<file path="src/rtl/sram_ctl_pkg.sv">
package sram_ctl_pkg;

  typedef enum logic [2:0] {
    PH_IDLE  = 3'd0,
    PH_READ  = 3'd1,
    PH_TURN  = 3'd2,
    PH_WPULS = 3'd3,
    PH_WREC  = 3'd4
  } phase_e;

  typedef struct packed {
    logic ce_n;
    logic oe_n;
    logic we_n;
    logic dq_oe;
  } pin_t;

  function automatic int unsigned ps_to_clk(input int unsigned ps, input int unsigned period);
    if (ps == 0) return 0;
    return (ps + period - 1) / period;
  endfunction

  function automatic int unsigned umax(input int unsigned a, input int unsigned b);
    return (a > b) ? a : b;
  endfunction

  function automatic pin_t phase_pins(input phase_e ph);
    pin_t p;
    case (ph)
      PH_READ:  p = '{ce_n: 1'b0, oe_n: 1'b0, we_n: 1'b1, dq_oe: 1'b0};
      PH_TURN:  p = '{ce_n: 1'b0, oe_n: 1'b1, we_n: 1'b1, dq_oe: 1'b0};
      PH_WPULS: p = '{ce_n: 1'b0, oe_n: 1'b1, we_n: 1'b0, dq_oe: 1'b1};
      PH_WREC:  p = '{ce_n: 1'b0, oe_n: 1'b1, we_n: 1'b1, dq_oe: 1'b0};
      default:  p = '{ce_n: 1'b1, oe_n: 1'b1, we_n: 1'b1, dq_oe: 1'b0};
    endcase
    return p;
  endfunction

endpackage

</file>
<file path="src/rtl/sram_phase_timer.sv">
module sram_phase_timer #(
  parameter int unsigned CNT_W = 4
) (
  input  logic             clk,
  input  logic             rst_n,
  input  logic             load,
  input  logic [CNT_W-1:0] load_val,
  output logic             last
);
  logic [CNT_W-1:0] count_q;

  always_ff @(posedge clk or negedge rst_n) begin
    if (!rst_n)              count_q <= '0;
    else if (load)           count_q <= load_val;
    else if (count_q != '0)  count_q <= count_q - 1'b1;
  end

  assign last = (count_q == '0);

  assert_timer_load_R3: assert property (@(posedge clk) disable iff (!rst_n)
    load |=> (count_q == $past(load_val)));

endmodule

</file>
<file path="src/rtl/sram_seq_fsm.sv">
module sram_seq_fsm
  import sram_ctl_pkg::*;
#(
  parameter int unsigned CNT_W  = 4,
  parameter int unsigned RD_CYC = 2,
  parameter int unsigned WP_CYC = 1,
  parameter int unsigned RC_CYC = 1,
  parameter int unsigned TA_CYC = 1
) (
  input  logic             clk,
  input  logic             rst_n,
  input  logic             req_valid,
  input  logic             req_write,
  input  logic             timer_last,
  output logic             req_ready,
  output logic             req_fire,
  output logic             tmr_load,
  output logic [CNT_W-1:0] tmr_val,
  output phase_e           phase_d,
  output logic             capture,
  output logic             finish
);
  phase_e phase_q;
  logic   last_rd_q;

  assign req_ready = (phase_q == PH_IDLE);
  assign req_fire  = req_valid && req_ready;
  assign capture   = (phase_q == PH_READ) && timer_last;

  always_comb begin
    phase_d  = phase_q;
    tmr_load = 1'b0;
    tmr_val  = '0;
    finish   = 1'b0;
    case (phase_q)
      PH_IDLE: if (req_fire) begin
        tmr_load = 1'b1;
        if (!req_write) begin
          phase_d = PH_READ;
          tmr_val = CNT_W'(RD_CYC - 1);
        end else if (last_rd_q) begin
          phase_d = PH_TURN;
          tmr_val = CNT_W'(TA_CYC - 1);
        end else begin
          phase_d = PH_WPULS;
          tmr_val = CNT_W'(WP_CYC - 1);
        end
      end
      PH_READ: if (timer_last) begin
        phase_d = PH_IDLE;
        finish  = 1'b1;
      end
      PH_TURN: if (timer_last) begin
        phase_d  = PH_WPULS;
        tmr_load = 1'b1;
        tmr_val  = CNT_W'(WP_CYC - 1);
      end
      PH_WPULS: if (timer_last) begin
        phase_d  = PH_WREC;
        tmr_load = 1'b1;
        tmr_val  = CNT_W'(RC_CYC - 1);
      end
      PH_WREC: if (timer_last) begin
        phase_d = PH_IDLE;
        finish  = 1'b1;
      end
      default: phase_d = PH_IDLE;
    endcase
  end

  always_ff @(posedge clk or negedge rst_n) begin
    if (!rst_n) begin
      phase_q   <= PH_IDLE;
      last_rd_q <= 1'b0;
    end else begin
      phase_q <= phase_d;
      if (finish) last_rd_q <= (phase_q == PH_READ);
    end
  end

  assert_turn_then_write_R7: assert property (@(posedge clk) disable iff (!rst_n)
    (phase_q == PH_TURN) |=> (phase_q == PH_TURN || phase_q == PH_WPULS));

endmodule

</file>
<file path="src/rtl/sram_pin_stage.sv">
module sram_pin_stage
  import sram_ctl_pkg::*;
#(
  parameter int unsigned ADDR_W = 15,
  parameter int unsigned DATA_W = 8
) (
  input  logic              clk,
  input  logic              rst_n,
  input  phase_e            phase_d,
  input  logic              req_fire,
  input  logic [ADDR_W-1:0] req_addr,
  input  logic [DATA_W-1:0] req_wdata,
  output logic [ADDR_W-1:0] sram_addr,
  output logic              sram_ce_n,
  output logic              sram_oe_n,
  output logic              sram_we_n,
  output logic [DATA_W-1:0] sram_dq_o,
  output logic              sram_dq_oe
);
  pin_t pins_q;
  logic [ADDR_W-1:0] addr_q;
  logic [DATA_W-1:0] wdat_q;

  always_ff @(posedge clk or negedge rst_n) begin
    if (!rst_n) begin
      pins_q <= phase_pins(PH_IDLE);
      addr_q <= '0;
      wdat_q <= '0;
    end else begin
      pins_q <= phase_pins(phase_d);
      if (req_fire) begin
        addr_q <= req_addr;
        wdat_q <= req_wdata;
      end
    end
  end

  assign sram_ce_n  = pins_q.ce_n;
  assign sram_oe_n  = pins_q.oe_n;
  assign sram_we_n  = pins_q.we_n;
  assign sram_dq_oe = pins_q.dq_oe;
  assign sram_addr  = addr_q;
  assign sram_dq_o  = wdat_q;

  assert_drive_in_write_R8: assert property (@(posedge clk) disable iff (!rst_n)
    sram_dq_oe |-> (!sram_we_n && sram_oe_n && !sram_ce_n));

  assert_read_strobes_R3: assert property (@(posedge clk) disable iff (!rst_n)
    !sram_oe_n |-> (sram_we_n && !sram_ce_n));

  assert_addr_hold_R2: assert property (@(posedge clk) disable iff (!rst_n)
    (!sram_ce_n && $past(!sram_ce_n)) |-> $stable(sram_addr));

  assert_recover_selected_R6: assert property (@(posedge clk) disable iff (!rst_n)
    $rose(sram_we_n) |-> !sram_ce_n);

endmodule

</file>
<file path="src/rtl/sram_rd_capture.sv">
module sram_rd_capture #(
  parameter int unsigned DATA_W = 8
) (
  input  logic              clk,
  input  logic              rst_n,
  input  logic              capture,
  input  logic              finish,
  input  logic [DATA_W-1:0] sram_dq_i,
  output logic              done,
  output logic [DATA_W-1:0] rd_data
);
  always_ff @(posedge clk or negedge rst_n) begin
    if (!rst_n) begin
      done    <= 1'b0;
      rd_data <= '0;
    end else begin
      done <= finish;
      if (capture) rd_data <= sram_dq_i;
    end
  end

  assert_done_single_R9: assert property (@(posedge clk) disable iff (!rst_n)
    done |=> !done);

endmodule

</file>
<file path="src/rtl/async_sram_ctl.sv">
module async_sram_ctl
  import sram_ctl_pkg::*;
#(
  parameter int unsigned ADDR_W        = 15,
  parameter int unsigned DATA_W        = 8,
  parameter int unsigned CLK_PERIOD_PS = 10000,
  parameter int unsigned T_RC_PS       = 12000,
  parameter int unsigned T_AA_PS       = 12000,
  parameter int unsigned T_ACE_PS      = 12000,
  parameter int unsigned T_OE_PS       = 6000,
  parameter int unsigned T_WP_PS       = 10000,
  parameter int unsigned T_CW_PS       = 10000,
  parameter int unsigned T_AW_PS       = 10000,
  parameter int unsigned T_DW_PS       = 6000,
  parameter int unsigned T_WC_PS       = 12000,
  parameter int unsigned T_HZ_PS       = 6000
) (
  input  logic              clk,
  input  logic              rst_n,
  input  logic              req_valid,
  output logic              req_ready,
  input  logic              req_write,
  input  logic [ADDR_W-1:0] req_addr,
  input  logic [DATA_W-1:0] req_wdata,
  output logic              done,
  output logic [DATA_W-1:0] rd_data,
  output logic [ADDR_W-1:0] sram_addr,
  output logic              sram_ce_n,
  output logic              sram_oe_n,
  output logic              sram_we_n,
  output logic [DATA_W-1:0] sram_dq_o,
  output logic              sram_dq_oe,
  input  logic [DATA_W-1:0] sram_dq_i
);
  localparam int unsigned RD_CYC = umax(1, umax(umax(ps_to_clk(T_RC_PS, CLK_PERIOD_PS),
                                                     ps_to_clk(T_AA_PS, CLK_PERIOD_PS)),
                                                umax(ps_to_clk(T_ACE_PS, CLK_PERIOD_PS),
                                                     ps_to_clk(T_OE_PS, CLK_PERIOD_PS))));
  localparam int unsigned WP_CYC = umax(1, umax(umax(ps_to_clk(T_WP_PS, CLK_PERIOD_PS),
                                                     ps_to_clk(T_CW_PS, CLK_PERIOD_PS)),
                                                umax(ps_to_clk(T_AW_PS, CLK_PERIOD_PS),
                                                     ps_to_clk(T_DW_PS, CLK_PERIOD_PS))));
  localparam int unsigned WC_CYC = ps_to_clk(T_WC_PS, CLK_PERIOD_PS);
  localparam int unsigned RC_CYC = (WC_CYC > WP_CYC + 1) ? (WC_CYC - WP_CYC) : 1;
  localparam int unsigned TA_CYC = umax(1, ps_to_clk(T_HZ_PS, CLK_PERIOD_PS));
  localparam int unsigned MAX_CYC = umax(umax(RD_CYC, WP_CYC), umax(RC_CYC, TA_CYC));
  localparam int unsigned CNT_W  = (MAX_CYC > 1) ? $clog2(MAX_CYC) : 1;

  logic             req_fire;
  logic             tmr_load;
  logic [CNT_W-1:0] tmr_val;
  logic             tmr_last;
  logic             capture;
  logic             finish;
  phase_e           phase_d;

  sram_seq_fsm #(
    .CNT_W(CNT_W), .RD_CYC(RD_CYC), .WP_CYC(WP_CYC), .RC_CYC(RC_CYC), .TA_CYC(TA_CYC)
  ) u_fsm (
    .clk(clk), .rst_n(rst_n), .req_valid(req_valid), .req_write(req_write),
    .timer_last(tmr_last), .req_ready(req_ready), .req_fire(req_fire),
    .tmr_load(tmr_load), .tmr_val(tmr_val), .phase_d(phase_d),
    .capture(capture), .finish(finish)
  );

  sram_phase_timer #(.CNT_W(CNT_W)) u_timer (
    .clk(clk), .rst_n(rst_n), .load(tmr_load), .load_val(tmr_val), .last(tmr_last)
  );

  sram_pin_stage #(.ADDR_W(ADDR_W), .DATA_W(DATA_W)) u_pins (
    .clk(clk), .rst_n(rst_n), .phase_d(phase_d), .req_fire(req_fire),
    .req_addr(req_addr), .req_wdata(req_wdata), .sram_addr(sram_addr),
    .sram_ce_n(sram_ce_n), .sram_oe_n(sram_oe_n), .sram_we_n(sram_we_n),
    .sram_dq_o(sram_dq_o), .sram_dq_oe(sram_dq_oe)
  );

  sram_rd_capture #(.DATA_W(DATA_W)) u_cap (
    .clk(clk), .rst_n(rst_n), .capture(capture), .finish(finish),
    .sram_dq_i(sram_dq_i), .done(done), .rd_data(rd_data)
  );

  assert_ready_standby_R9: assert property (@(posedge clk) disable iff (!rst_n)
    (req_ready && !done) |-> sram_ce_n);

  assert_busy_not_ready_R2: assert property (@(posedge clk) disable iff (!rst_n)
    !sram_ce_n |-> !req_ready);

endmodule

</file>
<file path="config.mk">
export PLATFORM = sky130hd
export DESIGN_NAME = async_sram_ctl
export DESIGN_NICKNAME = d
export VERILOG_FILES = /design/src/rtl/sram_ctl_pkg.sv /design/src/rtl/sram_phase_timer.sv /design/src/rtl/sram_seq_fsm.sv /design/src/rtl/sram_pin_stage.sv /design/src/rtl/sram_rd_capture.sv /design/src/rtl/async_sram_ctl.sv
export SDC_FILE = /design/constraint.sdc
export NUM_CORES = 1
export LEC_CHECK = 0
export ABC_AREA = 0
export BUFFER_PORTS_ARGS = -buffer_cell sky130_fd_sc_hd__buf_2
export CAP_MARGIN = 20
export CORE_UTILIZATION = 41
export DETAILED_ROUTE_END_ITERATION = 8
export PLACE_DENSITY = 0.71
export REMOVE_ABC_BUFFERS = 1
export SYNTH_ARGS = -nofsm -noshare
export SYNTH_HDL_FRONTEND = slang
export SYNTH_HIERARCHICAL = 1
export SYNTH_SLANG_ARGS = --single-unit
</file>
<file path="constraint.sdc">
create_clock -name clk -period 1.82 [get_ports clk]
set_clock_uncertainty 0.05 [all_clocks]
set_input_delay 0.546 -clock clk [delete_from_list [all_inputs] [get_ports clk]]
set_output_delay 0.546 -clock clk [all_outputs]
set_load 0.02 [all_outputs]
</file>
# [Word level (Yosys, flattened, before mapping)]
# Cells that the tools add are included.
[op_classes] add_sub_neg=1 n_eq_ne=8 n_mux=17 bitwise_logic=1 reduce_logical=6
[op_table] op="two-way mux 3 bit" count=5
[op_table] op="equality test 3 x 2 -> 1 bit, second input constant" count=4
[op_table] op="case mux 3 bit (4 select lines)" count=1
[op_table] op="case mux 4 bit (3 select lines)" count=1
[op_table] op="two-way mux 1 bit" count=9
[op_table] op="equality test 3 x 1 -> 1 bit, second input constant" count=2
[op_table] op="equality test 3 bit, second input constant" count=2
[op_table] op="OR reduction 2 bit" count=3
[op_table] op="logical NOT 3 bit" count=1
[op_table] op="logical AND 1 bit" count=2
[op_table] op="case mux 1 bit (2 select lines)" count=1
[op_table] op="inverter 1 bit" count=1
[op_table] op="subtractor 1 bit, second input constant" count=1
[totals] reg_bits=41 inputBits=35 output_inout_bits=37 word_cells=44

# [Longest topological paths before layout]
[depth] depth_word=7 ltp_mapped=6 ltp_nobuf=6

# [Hierarchy]
# The synthesis kept the hierarchy.
[modules_own_cells] mod="sram_pin_stage" instances=1 cells_per_inst=57 area_per_inst_um2=994.7 seq_area_each_um2=679.4
[modules_own_cells] mod="sram_rd_capture" instances=1 cells_per_inst=18 area_per_inst_um2=356.6 seq_area_each_um2=225.2
[modules_own_cells] mod="sram_seq_fsm" instances=1 cells_per_inst=30 area_per_inst_um2=257.7 seq_area_each_um2=100.1
[modules_own_cells] mod="sram_phase_timer" instances=1 cells_per_inst=3 area_per_inst_um2=35.0 seq_area_each_um2=25.0

# [Worst setup path before layout]
# Ideal clock, no wire load.
[synth_path] kind="register to register" from="register u_fsm.phase_q[0]" to="register u_pins.addr_q[0] (netlist: u_pins/sram_addr[0])" setup_ns=0.125 arrival_time_ns=1.461 t_required_ns=1.645 path_slack_ns=0.184 path_stages_with_launch=6 path_buffers=2 synth_period_minus_slack_ns=1.636 path_cell_list="dfrtp_1 -> buf_6 -> nor3_4 -> and2_4 -> buf_6 -> mux2_2"
[synth_between] elab_chain_cells=2
[synth_lines] element="start: declaration" line="sram_seq_fsm.sv:23" source="phase_e phase_q;"
[synth_lines] element="start signal: assignment" line="sram_seq_fsm.sv:76" source="phase_q <= phase_d;"
[synth_lines] element="logical NOT 3 bit" line="sram_seq_fsm.sv:26" source="assign req_ready = (phase_q == PH_IDLE);"
[synth_lines] element="via req_ready" line="async_sram_ctl.sv:21" source="output logic req_ready,"
[synth_lines] element="logical AND 1 bit" line="sram_seq_fsm.sv:27" source="assign req_fire = req_valid && req_ready;"
[synth_lines] element="via req_fire" line="async_sram_ctl.sv:49" source="logic req_fire;"
[synth_lines] element="end signal: assignment" line="sram_pin_stage.sv:32" source="addr_q <= req_addr;"
[synth_lines] element="end: declaration" line="sram_pin_stage.sv:21" source="logic [ADDR_W-1:0] addr_q;"
# The timed path passes the listed nets, and every way through them passes these cells.
# A chain may end at the register's enable or synchronous reset.

# [Worst setup path in the final report]
[layout_path] from="register u_fsm.phase_q[1]" to="output port req_ready"
[layout_between] elab_chain_cells=1
[layout_lines] element="logical NOT 3 bit" line="sram_seq_fsm.sv:26"
[layout_lines] element="end: declaration" line="async_sram_ctl.sv:21"
# Every way passes these cells.

==> metrics.txt <==
Multi-input gate area=554 sq um; clk_lat worst skew=0.29 ns; met1 Use GR=16.0%; DPL Wire Length=2270 um; routing usage on met2=26.5%; num rows=22; CP max FO=8; Setup Buffers After CTS=0; setup violators final=0; Power Density=2060 mW/mm^2; Synth Warn #=6; Rel. slew slack=70.8%; Worst setup startpoint=u_fsm/phase_q[1]; largest net degree at the start of global routing=25; top post-synthesis cells by area=dfrtp_1 58%, mux2_2 16%, mux2_4 7.3%; cts bufs inserted=5; R2R Path Start=u_fsm/phase_q[1]; initial DRC count=13; Remaining Overflow, GRT=0; ANT cells=0; fillers=332; crit start category=flop; area delta synth->final=32.9%; top cell type's share of synthesized area=57.8%; initial core utilization=43.9%; Sink Count=41; routed len/inst=12.4 um; CTS Hold Bufs=0; cell accounting for the most synthesized area=dfrtp_1; Fin. Hold Viols=0; end of the critical path=req_ready; critical path class=reg2out; Die Height=65.3 um; Reg area=0.00103 sq mm; Resized Gates After CTS=0; vias after detailed routing=1115; initial antenna violation count=0; Static Leak=0.00109 uW; layout cells sized above 1=64.5%; CP endpoint kind=primary output; dpl ws=0.102 ns; Netlist Area Pre-Place=0.00164 sq mm; clk buf depth=2; die width=65.3 um; CTS tree=yes; core area=0.00374 sq mm; global-route usage over all layers=15.0%; drt pass-1 iters=4; unrepaired setup endpoints after global routing=false; Antenna Nets Post-Route=0; Max VDD drop=0.976 mV; first-pass GRT wire length=4600 um; Seq/Total Area, Yosys=62.6%; ports placed on the boundary=72; synth unique cells=23; Max Cap Viol=0; final RePlAce weighted congestion=0.724; worst-margin pin slew=0.439 ns; Final Max Slew Viols=0; busiest layer in global routing=met2; Total Nets Final=220; CTS Root Cell=clkbuf_8; DRC violations left=0; die footprint=0.00427 sq mm; Reg-to-Reg End=u_pins/sram_addr[7]; crit share post-route=96.4%; outcome=finished, final reports clean; number of synthesized register bits=41; vias in the first global route=1038; # port buffers=71; grt met3 use=6.25%; worst reg2reg setup slack=0.23 ns; Arrival @ worst endpoint=1.16 ns; Reg clk slew, reported paths=0.07 ns; Final Routed Wirelength=2910 um; Max Freq=0.570 GHz; minimum clock period=1.75 ns; final setup margin=0.0660 ns; Syn Inst Count=108; Design Power=4500 uW; required time of the critical path=1.22 ns; via density per instance=4.76; total negative slack=0 ns; Avg Cell Area, Syn=15.2 sq um; H-tree depth=2; Hold/Removal Path Class=in2async; Reg2Reg Depth=3
stage by stage:
step | utilization [%] | instances | hold WS [ns] | cell area [sq um]
floorplan | - | 104 | 0.200 | 1600
global placement | 54.7 | 226 | 0.433 | 2050
detailed placement | 54.7 | 226 | 0.441 | 2050
CTS | 58.3 | 234 | 0.150 | 2180
global route | 58.4 | 234 | 0.165 | 2180
finish | 58.4 | 234 | 0.141 | 2180
cells in the mapped netlist:
cell type,instances
a21oi_1,4
a221oi_1,1
a2bb2oi_1,1
and2_1,1
and2_4,1
and2b_1,1
and3b_1,1
buf_6,4
dfrtp_1,38
dfstp_2,3
inv_1,4
mux2_2,23
mux2_4,8
nand2_1,4
nand2b_1,2
nand3_1,1
nand3b_1,1
nor2_1,4
nor3_4,1
o21ai_1,2
o31ai_1,1
or3b_2,1
xor2_1,1
layer usage:
layer | wire [um] | share of wire (%) | vias to the layer above
li1 | - | - | 521
met1 | 1210 | 41 | 533
met2 | 1470 | 50 | 57
met3 | 222 | 7.6 | 4
met4 | 13 | 0.45 | 0
met5 | 0 | 0 | -
worst min path at each step:
stage,endpoint,startpoint,cells after the start,slack (ns)
final,u_timer/count_q,rst_n,1,0.14
after global routing,u_pins/sram_addr[2],rst_n,1,0.17
after CTS,u_timer/count_q,rst_n,1,0.15
after detailed placement,u_pins/sram_addr[8],u_pins/sram_addr[8],1,0.44
after global placement,u_pins/sram_addr[3],u_pins/sram_addr[3],1,0.43
after floorplan,u_cap/done,rst_n,0,0.20
cell type report:
class                      count  area share (%)
clock buffer                   5            3.15
clock inverter                 3            2.98
inverter                       4           0.687
multi-input combinational     59            25.4
sequential                    41            47.2
tap                           48            2.75
timing repair buffer          74            17.9
cell families (layout without fill, tap and decap cells):
| logic type | Yosys count | count (layout) | synth area share (%) |
|---|---|---|---|
| compound gates | 9 | 9 | 3.35 |
| xor+xnor | 1 | 1 | 0.533 |
| buf+inv | 8 | 86 | 3.65 |
| flops | 41 | 41 | 62.6 |
| mux | 31 | 31 | 23.1 |
| simple gates | 18 | 18 | 6.77 |
power breakdown:
group          leakage [uW]  total, uW  switching [uW]  internal (uW)
sequential         0.000483       1640             254           1390
clock             0.0000681        833             289            544
combinational      0.000536       2030            1080            947
critical path: stages, from the launching register on:
cell and delay, ns:
dfrtp_1 0.48, nor3_4 0.20, buf_2 0.19
sequential cells by signal, indices dropped and copies added, names as in the netlist:
register,count
u_cap/done,1
u_cap/rd_data,8
u_fsm/last_rd_q,1
u_fsm/phase_q,3
u_pins/sram_addr,15
u_pins/sram_ce_n,1
u_pins/sram_dq_o,8
u_pins/sram_dq_oe,1
u_pins/sram_oe_n,1
u_pins/sram_we_n,1
u_timer/count_q,1
cells in the final DEF (no fill, tap or decap), types with 3 or more instances in the layout:
cell and count:
buf_2 71, dfrtp_1 37, mux2_2 23, mux2_4 8
clkbuf_8 5, a21oi_1 4, inv_1 4, nor2_1 4
nand2_1 4, dfstp_2 3
No activity file was read; power rests on OpenSTA's default activity.
